## src/rtl/dmae_pkg.sv

```systemverilog
package dmae_pkg;
  typedef enum logic [2:0] {
    ST_IDLE,
    ST_REQ,
    ST_XFER,
    ST_CP_RD,
    ST_CP_WR
  } dmae_state_e;
endpackage

```

## src/rtl/dmae_prio_arb.sv

```systemverilog
module dmae_prio_arb #(
  parameter int NCH = 4,
  localparam int IW = (NCH > 1) ? $clog2(NCH) : 1
) (
  input  logic [NCH-1:0] req_i,
  output logic [IW-1:0]  idx_o,
  output logic           any_o
);
  // descending scan: lowest index wins
  always_comb begin
    idx_o = '0;
    any_o = 1'b0;
    for (int i = NCH - 1; i >= 0; i--) begin
      if (req_i[i]) begin
        idx_o = IW'(i);
        any_o = 1'b1;
      end
    end
  end
endmodule

```

## src/rtl/dmae_chan.sv

```systemverilog
module dmae_chan #(
  parameter int AW = 16,
  parameter int CW = 16
) (
  input  logic          clk_i,
  input  logic          rst_ni,
  input  logic          load_i,
  input  logic [AW-1:0] base_addr_i,
  input  logic [CW-1:0] base_cnt_i,
  input  logic          step_i,
  input  logic          reload_i,
  input  logic          dec_i,
  input  logic          hold_i,
  output logic [AW-1:0] cur_addr_o,
  output logic          cnt_zero_o
);
  logic [AW-1:0] base_addr_q, cur_addr_q;
  logic [CW-1:0] base_cnt_q, cur_cnt_q;

  always_ff @(posedge clk_i or negedge rst_ni) begin
    if (!rst_ni) begin
      base_addr_q <= '0;
      base_cnt_q  <= '0;
      cur_addr_q  <= '0;
      cur_cnt_q   <= '0;
    end else if (load_i) begin
      base_addr_q <= base_addr_i;
      base_cnt_q  <= base_cnt_i;
      cur_addr_q  <= base_addr_i;
      cur_cnt_q   <= base_cnt_i;
    end else if (step_i) begin
      if (reload_i) begin
        cur_addr_q <= base_addr_q;
        cur_cnt_q  <= base_cnt_q;
      end else begin
        if (!hold_i) cur_addr_q <= dec_i ? cur_addr_q - 1'b1 : cur_addr_q + 1'b1;
        cur_cnt_q <= cur_cnt_q - 1'b1;
      end
    end
  end

  assign cur_addr_o = cur_addr_q;
  assign cnt_zero_o = (cur_cnt_q == '0);
endmodule

```

## src/rtl/dmae_seq.sv

```systemverilog
module dmae_seq
  import dmae_pkg::*;
#(
  parameter int NCH = 4,
  localparam int IW = (NCH > 1) ? $clog2(NCH) : 1
) (
  input  logic        clk_i,
  input  logic        rst_ni,
  input  logic        pend_i,
  input  logic [IW-1:0] win_i,
  input  logic        win_any_i,
  input  logic        hlda_i,
  input  logic        ready_i,
  input  logic        cp_en_i,
  output dmae_state_e state_o,
  output logic [IW-1:0] act_o,
  output logic        cp_act_o,
  output logic        done_o,
  output logic        rd_done_o
);
  dmae_state_e state_q;
  logic [IW-1:0] act_q;
  logic cp_q;

  always_ff @(posedge clk_i or negedge rst_ni) begin
    if (!rst_ni) begin
      state_q <= ST_IDLE;
      act_q   <= '0;
      cp_q    <= 1'b0;
    end else begin
      unique case (state_q)
        ST_IDLE: if (pend_i) state_q <= ST_REQ;
        ST_REQ: begin
          if (hlda_i) begin
            if (win_any_i) begin
              act_q <= win_i;
              if (cp_en_i && (win_i == '0)) begin
                cp_q    <= 1'b1;
                state_q <= ST_CP_RD;
              end else begin
                state_q <= ST_XFER;
              end
            end else begin
              state_q <= ST_IDLE;
            end
          end else if (!pend_i) begin
            state_q <= ST_IDLE;
          end
        end
        ST_XFER:  if (ready_i) state_q <= ST_IDLE;
        ST_CP_RD: if (ready_i) state_q <= ST_CP_WR;
        ST_CP_WR: if (ready_i) begin
          state_q <= ST_IDLE;
          cp_q    <= 1'b0;
        end
        default: state_q <= ST_IDLE;
      endcase
    end
  end

  assign state_o   = state_q;
  assign act_o     = act_q;
  assign cp_act_o  = cp_q;
  assign done_o    = ready_i && ((state_q == ST_XFER) || (state_q == ST_CP_WR));
  assign rd_done_o = ready_i && (state_q == ST_CP_RD);
endmodule

```

## src/rtl/dmae_engine.sv

```systemverilog
module dmae_engine
  import dmae_pkg::*;
#(
  parameter int NCH = 4,
  parameter int AW  = 16,
  parameter int CW  = 16,
  parameter int DW  = 8
) (
  input  logic            clk_i,
  input  logic            rst_ni,
  input  logic [NCH-1:0]  cfg_load_i,
  input  logic [NCH*AW-1:0] cfg_base_addr_i,
  input  logic [NCH*CW-1:0] cfg_base_cnt_i,
  input  logic [NCH-1:0]  cfg_mem_read_i,
  input  logic [NCH-1:0]  cfg_addr_dec_i,
  input  logic [NCH-1:0]  cfg_auto_init_i,
  input  logic [NCH-1:0]  cfg_mask_i,
  input  logic            cfg_mem2mem_i,
  input  logic            cfg_src_hold_i,
  input  logic            cfg_req_low_i,
  input  logic            cfg_ack_low_i,
  input  logic [NCH-1:0]  sw_req_i,
  input  logic [NCH-1:0]  dreq_i,
  input  logic            eop_i,
  input  logic            ready_i,
  input  logic            hlda_i,
  input  logic [DW-1:0]   mem_rdata_i,
  output logic            hrq_o,
  output logic [AW-1:0]   addr_o,
  output logic            mem_rd_o,
  output logic            mem_wr_o,
  output logic            io_rd_o,
  output logic            io_wr_o,
  output logic [DW-1:0]   mem_wdata_o,
  output logic [NCH-1:0]  dack_o,
  output logic            eop_o,
  output logic [NCH-1:0]  tc_o
);
  localparam int IW = (NCH > 1) ? $clog2(NCH) : 1;

  dmae_state_e   state;
  logic [IW-1:0] act_idx, win_idx;
  logic          win_any, cp_act, done, rd_done, term;
  logic [NCH-1:0] elig, step, reload, cnt_zero, tc_q;
  logic [AW-1:0] cur_addr [NCH];
  logic [DW-1:0] hold_byte_q;
  logic          eop_q;
  logic [NCH-1:0] req_act;

  assign req_act = dreq_i ^ {NCH{cfg_req_low_i}};

  dmae_prio_arb #(.NCH(NCH)) u_arb (
    .req_i (elig),
    .idx_o (win_idx),
    .any_o (win_any)
  );

  dmae_seq #(.NCH(NCH)) u_seq (
    .clk_i     (clk_i),
    .rst_ni    (rst_ni),
    .pend_i    (|elig),
    .win_i     (win_idx),
    .win_any_i (win_any),
    .hlda_i    (hlda_i),
    .ready_i   (ready_i),
    .cp_en_i   (cfg_mem2mem_i),
    .state_o   (state),
    .act_o     (act_idx),
    .cp_act_o  (cp_act),
    .done_o    (done),
    .rd_done_o (rd_done)
  );

  // block copy: destination count ends the pair
  assign term = done && (eop_i || (cp_act ? cnt_zero[1] : cnt_zero[act_idx]));

  for (genvar k = 0; k < NCH; k++) begin : g_ch
    logic blocked;
    assign blocked  = (tc_q[k] && !cfg_auto_init_i[k]) || (cfg_mem2mem_i && (k == 1));
    assign elig[k]  = (req_act[k] || sw_req_i[k]) && !cfg_mask_i[k] && !blocked;
    assign step[k]  = done && (cp_act ? (k < 2) : (act_idx == IW'(k)));
    assign reload[k] = step[k] && term && cfg_auto_init_i[k];

    dmae_chan #(.AW(AW), .CW(CW)) u_chan (
      .clk_i       (clk_i),
      .rst_ni      (rst_ni),
      .load_i      (cfg_load_i[k]),
      .base_addr_i (cfg_base_addr_i[k*AW +: AW]),
      .base_cnt_i  (cfg_base_cnt_i[k*CW +: CW]),
      .step_i      (step[k]),
      .reload_i    (reload[k]),
      .dec_i       (cfg_addr_dec_i[k]),
      .hold_i      (cp_act && cfg_src_hold_i && (k == 0)),
      .cur_addr_o  (cur_addr[k]),
      .cnt_zero_o  (cnt_zero[k])
    );

    always_ff @(posedge clk_i or negedge rst_ni) begin
      if (!rst_ni)                tc_q[k] <= 1'b0;
      else if (cfg_load_i[k])     tc_q[k] <= 1'b0;
      else if (step[k] && term)   tc_q[k] <= 1'b1;
    end
  end

  always_ff @(posedge clk_i or negedge rst_ni) begin
    if (!rst_ni) begin
      hold_byte_q <= '0;
      eop_q       <= 1'b0;
    end else begin
      if (rd_done) hold_byte_q <= mem_rdata_i;
      eop_q <= term;
    end
  end

  logic xfer, dir_rd;
  assign xfer   = (state == ST_XFER);
  assign dir_rd = cfg_mem_read_i[act_idx];

  always_comb begin
    addr_o = '0;
    unique case (state)
      ST_XFER:  addr_o = cur_addr[act_idx];
      ST_CP_RD: addr_o = cur_addr[0];
      ST_CP_WR: addr_o = cur_addr[1];
      default:  addr_o = '0;
    endcase
  end

  assign hrq_o       = (state != ST_IDLE);
  assign mem_rd_o    = (xfer && dir_rd) || (state == ST_CP_RD);
  assign io_wr_o     = xfer && dir_rd;
  assign io_rd_o     = xfer && !dir_rd;
  assign mem_wr_o    = (xfer && !dir_rd) || (state == ST_CP_WR);
  assign mem_wdata_o = (state == ST_CP_WR) ? hold_byte_q : '0;
  assign dack_o      = (xfer ? (NCH'(1) << act_idx) : '0) ^ {NCH{cfg_ack_low_i}};
  assign eop_o       = eop_q;
  assign tc_o        = tc_q;
endmodule

```

## config.mk

```make
export PLATFORM = sky130hd
export DESIGN_NAME = dmae_engine
export DESIGN_NICKNAME = d
export VERILOG_FILES = /design/src/rtl/dmae_pkg.sv /design/src/rtl/dmae_prio_arb.sv /design/src/rtl/dmae_chan.sv /design/src/rtl/dmae_seq.sv /design/src/rtl/dmae_engine.sv
export SDC_FILE = /design/constraint.sdc
export NUM_CORES = 1
export LEC_CHECK = 0
export CELL_PAD_IN_SITES_DETAIL_PLACEMENT = 0
export CELL_PAD_IN_SITES_GLOBAL_PLACEMENT = 1
export CORE_MARGIN = 4
export CORE_UTILIZATION = 40
export DETAILED_ROUTE_END_ITERATION = 12
export PLACE_DENSITY = 0.82
export SLEW_MARGIN = 0
export SYNTH_ARGS = -nofsm -noshare
export SYNTH_HDL_FRONTEND = slang
export SYNTH_SLANG_ARGS = --single-unit
export TNS_END_PERCENT = 10
```

## constraint.sdc

```tcl
create_clock -name clk_i -period 4.98 [get_ports clk_i]
set_clock_uncertainty 0.05 [all_clocks]
set_input_delay 1.494 -clock clk_i [delete_from_list [all_inputs] [get_ports clk_i]]
set_output_delay 1.494 -clock clk_i [all_outputs]
set_load 0.01 [all_outputs]
```

==> run metrics <==
GP Congestion 0.9089; Max Fclk 214.6 MHz; final worst-path cycle share 93.57%; Worst-path clk slew 0.06 ns; num ports 211; Final Hold Vio Count 0; Placed Cells 2,601; CP endpoint kind output port; Largest delay share family, worst path buffers and inverters; post-route DRC violation count 0; initial antenna violation count 2; arrival time worst endpoint 3.12 ns; status finished, final reports clean; area grow syn2layout 22.39%; # Post-CTS Setup Buffers 0; sequential fraction of the synthesis area 41.15%; met2 usage 34.73%; Post-synth top cells 275 x dfrtp_1, 213 x o21ai_0, 208 x nand2_1, 184 x nor2_1, 139 x inv_1; total gr overflow 0; CTS tree done; critical path class input pin to output port; RSZ-0062 raised after global routing false; busiest grt layer met2; Avg Cell Area, Syn 8.682 um2; CP max-delay cell clkdlybuf4s50_1; slowest stage delay, CP 0.56 ns; Std-Cell Rows 74; most frequent CP cell clkdlybuf4s50_1; fin crit period 4.660 ns; # clock sinks 275; hold crit path type flop to flop; pwr dens 394.9 nW/um2; Setup TNS 0 ns; met3 usage 3.674%; fin cells 2,663; Port Buf Inserts 210; Clk Latency, worst-skew pair 0.54 ns; WP buf/inv 2; main area contributors after synthesis dfrtp_1 41%, o21ai_0 6.4%, nand2_1 4.7%; count of final setup violators 0; crit path from cfg_mem_read_i[3]; vias per inst 5.693; Critical Path Source Type input pin; drt wl/cell 19.35 um; worst slew pin tran 0.9043 ns; CTS Buffer Depth 3; number of enable flip-flop cells after synthesis 0; Ys Warns 0; count leader, synth dfrtp_1; final wirelength 51.52 mm; VDD IR-drop max 0.0002028 V; layout cells sized above 1 8.122%; Initial Util 40.68%; Main synth FF type dfrtp_1; Slew headroom 39.31%; CTS Hold Bufs 0; Post-CTS Resized 0; Iteration-0 DRC Markers 1,033; cells after synthesis 1,926; Root Buffer Master clkbuf_16; Mapped Nets 2,163; NumNets Final 2,343; number of max-cap violations 0; DRT antenna net count 0; DP Wirelength 36.98 mm; largest net degree at the start of global routing 93; CTS H-tree depth 2; largest area contributor in the netlist dfrtp_1; Max FO, Critical Path 4; grt met1 use 31.61%; Die Wd 212.5 um; Seq cells post-synth 275; vias in the first global route 14,870; via count 15,160; first-pass GRT wire length 81.28 mm; gr usage total 22.34%; Die Area 45,140 um2; Mapped Area 16,720 um2; Yosys cell types 84; Leak 8.851 nW; chip height 212.5 um; CP Cell Sequence clkdlybuf4s50_1, mux4_2, o21ai_0, clkdlybuf4s50_1; CTS Buf Count 35; Hold Crit Start g_ch[0].u_chan.base_addr_q[14]; Core Area 41,110 um2; fin. max-slew vios 0; Final Power 8.082 mW; post-synth top area share 41.15%; worst reg2reg path startpoint g_ch[0].u_chan.cur_cnt_q[0]; worst endpoint required time 3.44 ns; Post-synth ARST share 100.0%; drt first pass iters 7
placed cells by master (no fill, tap or decap), types with 7 or more instances in the layout:
cell,synthesis,routed
a21oi_1,91,90
o31a_1,8,8
nor4_1,11,11
nor2b_1,17,17
a21o_1,18,18
a2bb2oi_1,12,12
nand3_1,52,52
o21ai_0,213,213
and3_1,13,13
mux2i_1,10,10
and2_1,13,13
clkdlybuf4s50_1,0,205
inv_1,139,139
clkbuf_16,0,37
ha_1,60,60
o21ai_1,13,13
o211ai_1,18,18
nor2_1,184,183
clkbuf_8,0,10
dfrtp_1,275,275
o21a_1,19,19
a22oi_1,21,21
buf_4,9,31
xor2_1,32,32
nor3_1,54,53
a22o_1,7,7
nand4_1,11,11
a211oi_1,47,47
nand2b_1,10,10
a31oi_1,16,16
xnor2_1,25,25
mux2_2,47,47
o31ai_1,36,36
o22ai_1,7,7
nand2_1,208,208
o21bai_1,7,7
a222oi_1,16,16
or3_1,14,14
per-layer routing:
metal  part of all wire [%]  vias to the layer above  wire length, um
li1                       -                     7280                -
met1                     45                     7368            23360
met2                     45                      418            23400
met3                    5.9                       92             3032
met4                    3.3                        2             1713
met5                  0.025                        -               13
registers in the layout, indices dropped and copies added, names as in the netlist, 2 cells and up:
| register | cells |
|---|---|
| g_ch.u_chan.base_addr_q | 64 |
| g_ch.u_chan.base_cnt_q | 64 |
| g_ch.u_chan.cur_addr_o | 64 |
| g_ch.u_chan.cur_cnt_q | 64 |
| hold_byte_q | 8 |
| tc_o | 4 |
| u_seq.state_o | 3 |
| u_seq.act_o | 2 |
worst paths after layout:
kind                                                  end  slack, ns  cells past startpoint
setup / recovery                                 mem_wr_o       0.32                      4
hold / removal             g_ch[0].u_chan.base_addr_q[14]       0.44                      1
setup reg to reg              g_ch[2].u_chan.cur_cnt_q[8]       1.00                     11
hold reg to reg            g_ch[0].u_chan.base_addr_q[14]       0.44                      1
max in group asynchronous     g_ch[1].u_chan.cur_cnt_q[7]       2.84                      2
min in group asynchronous     g_ch[2].u_chan.cur_cnt_q[5]       0.90                      1
through the flow:
stage	util [%]	cell area, um2	hold WS, ns	setup slack [ns]
3_3_place_gp	46.85	19260	0.4141	0.3310
3_5_place_dp	46.85	19260	0.4263	0.3115
5_1_grt	49.79	20470	0.4620	0.2467
2_1_floorplan	-	16720	0.3991	1.165
4_1_cts	49.78	20460	0.4401	0.3074
6_report	49.79	20470	0.4402	0.3202
report_power, final:
group	internal, mW	switching, mW	total (mW)
Sequential	2.55	0.359	2.91
Combinational	1.14	1.36	2.50
Clock	1.65	1.01	2.66
Total	5.35	2.73	8.08
layout make-up:
cell class	count	area, um2
Antenna cell	1	2.502
Clock buffer	53	1086
Clock inverter	8	117.6
Fill cell	3941	20640
Inverter	140	525.5
Multi-Input combinational cell	1409	8788
Sequential cell	275	6882
Tap cell	532	665.6
Timing Repair Buffer	245	2400
cells by family (layout without fill, tap and decap cells):
kind of cell / after synthesis / count (layout) / share of synthesized area (%)
xor gates and xnor gates: 57 / 57 / 2.985
DFF: 275 / 275 / 41.15
buffers and inverters: 242 / 446 / 6.360
and+or+nand+nor: 620 / 620 / 16.98
AOI/OAI and AO/OA: 610 / 610 / 23.65
adders and majority gates: 64 / 64 / 4.968
other: 0 / 1 / 0
muxes: 58 / 58 / 3.898
No activity file was read; power rests on OpenSTA's default activity.
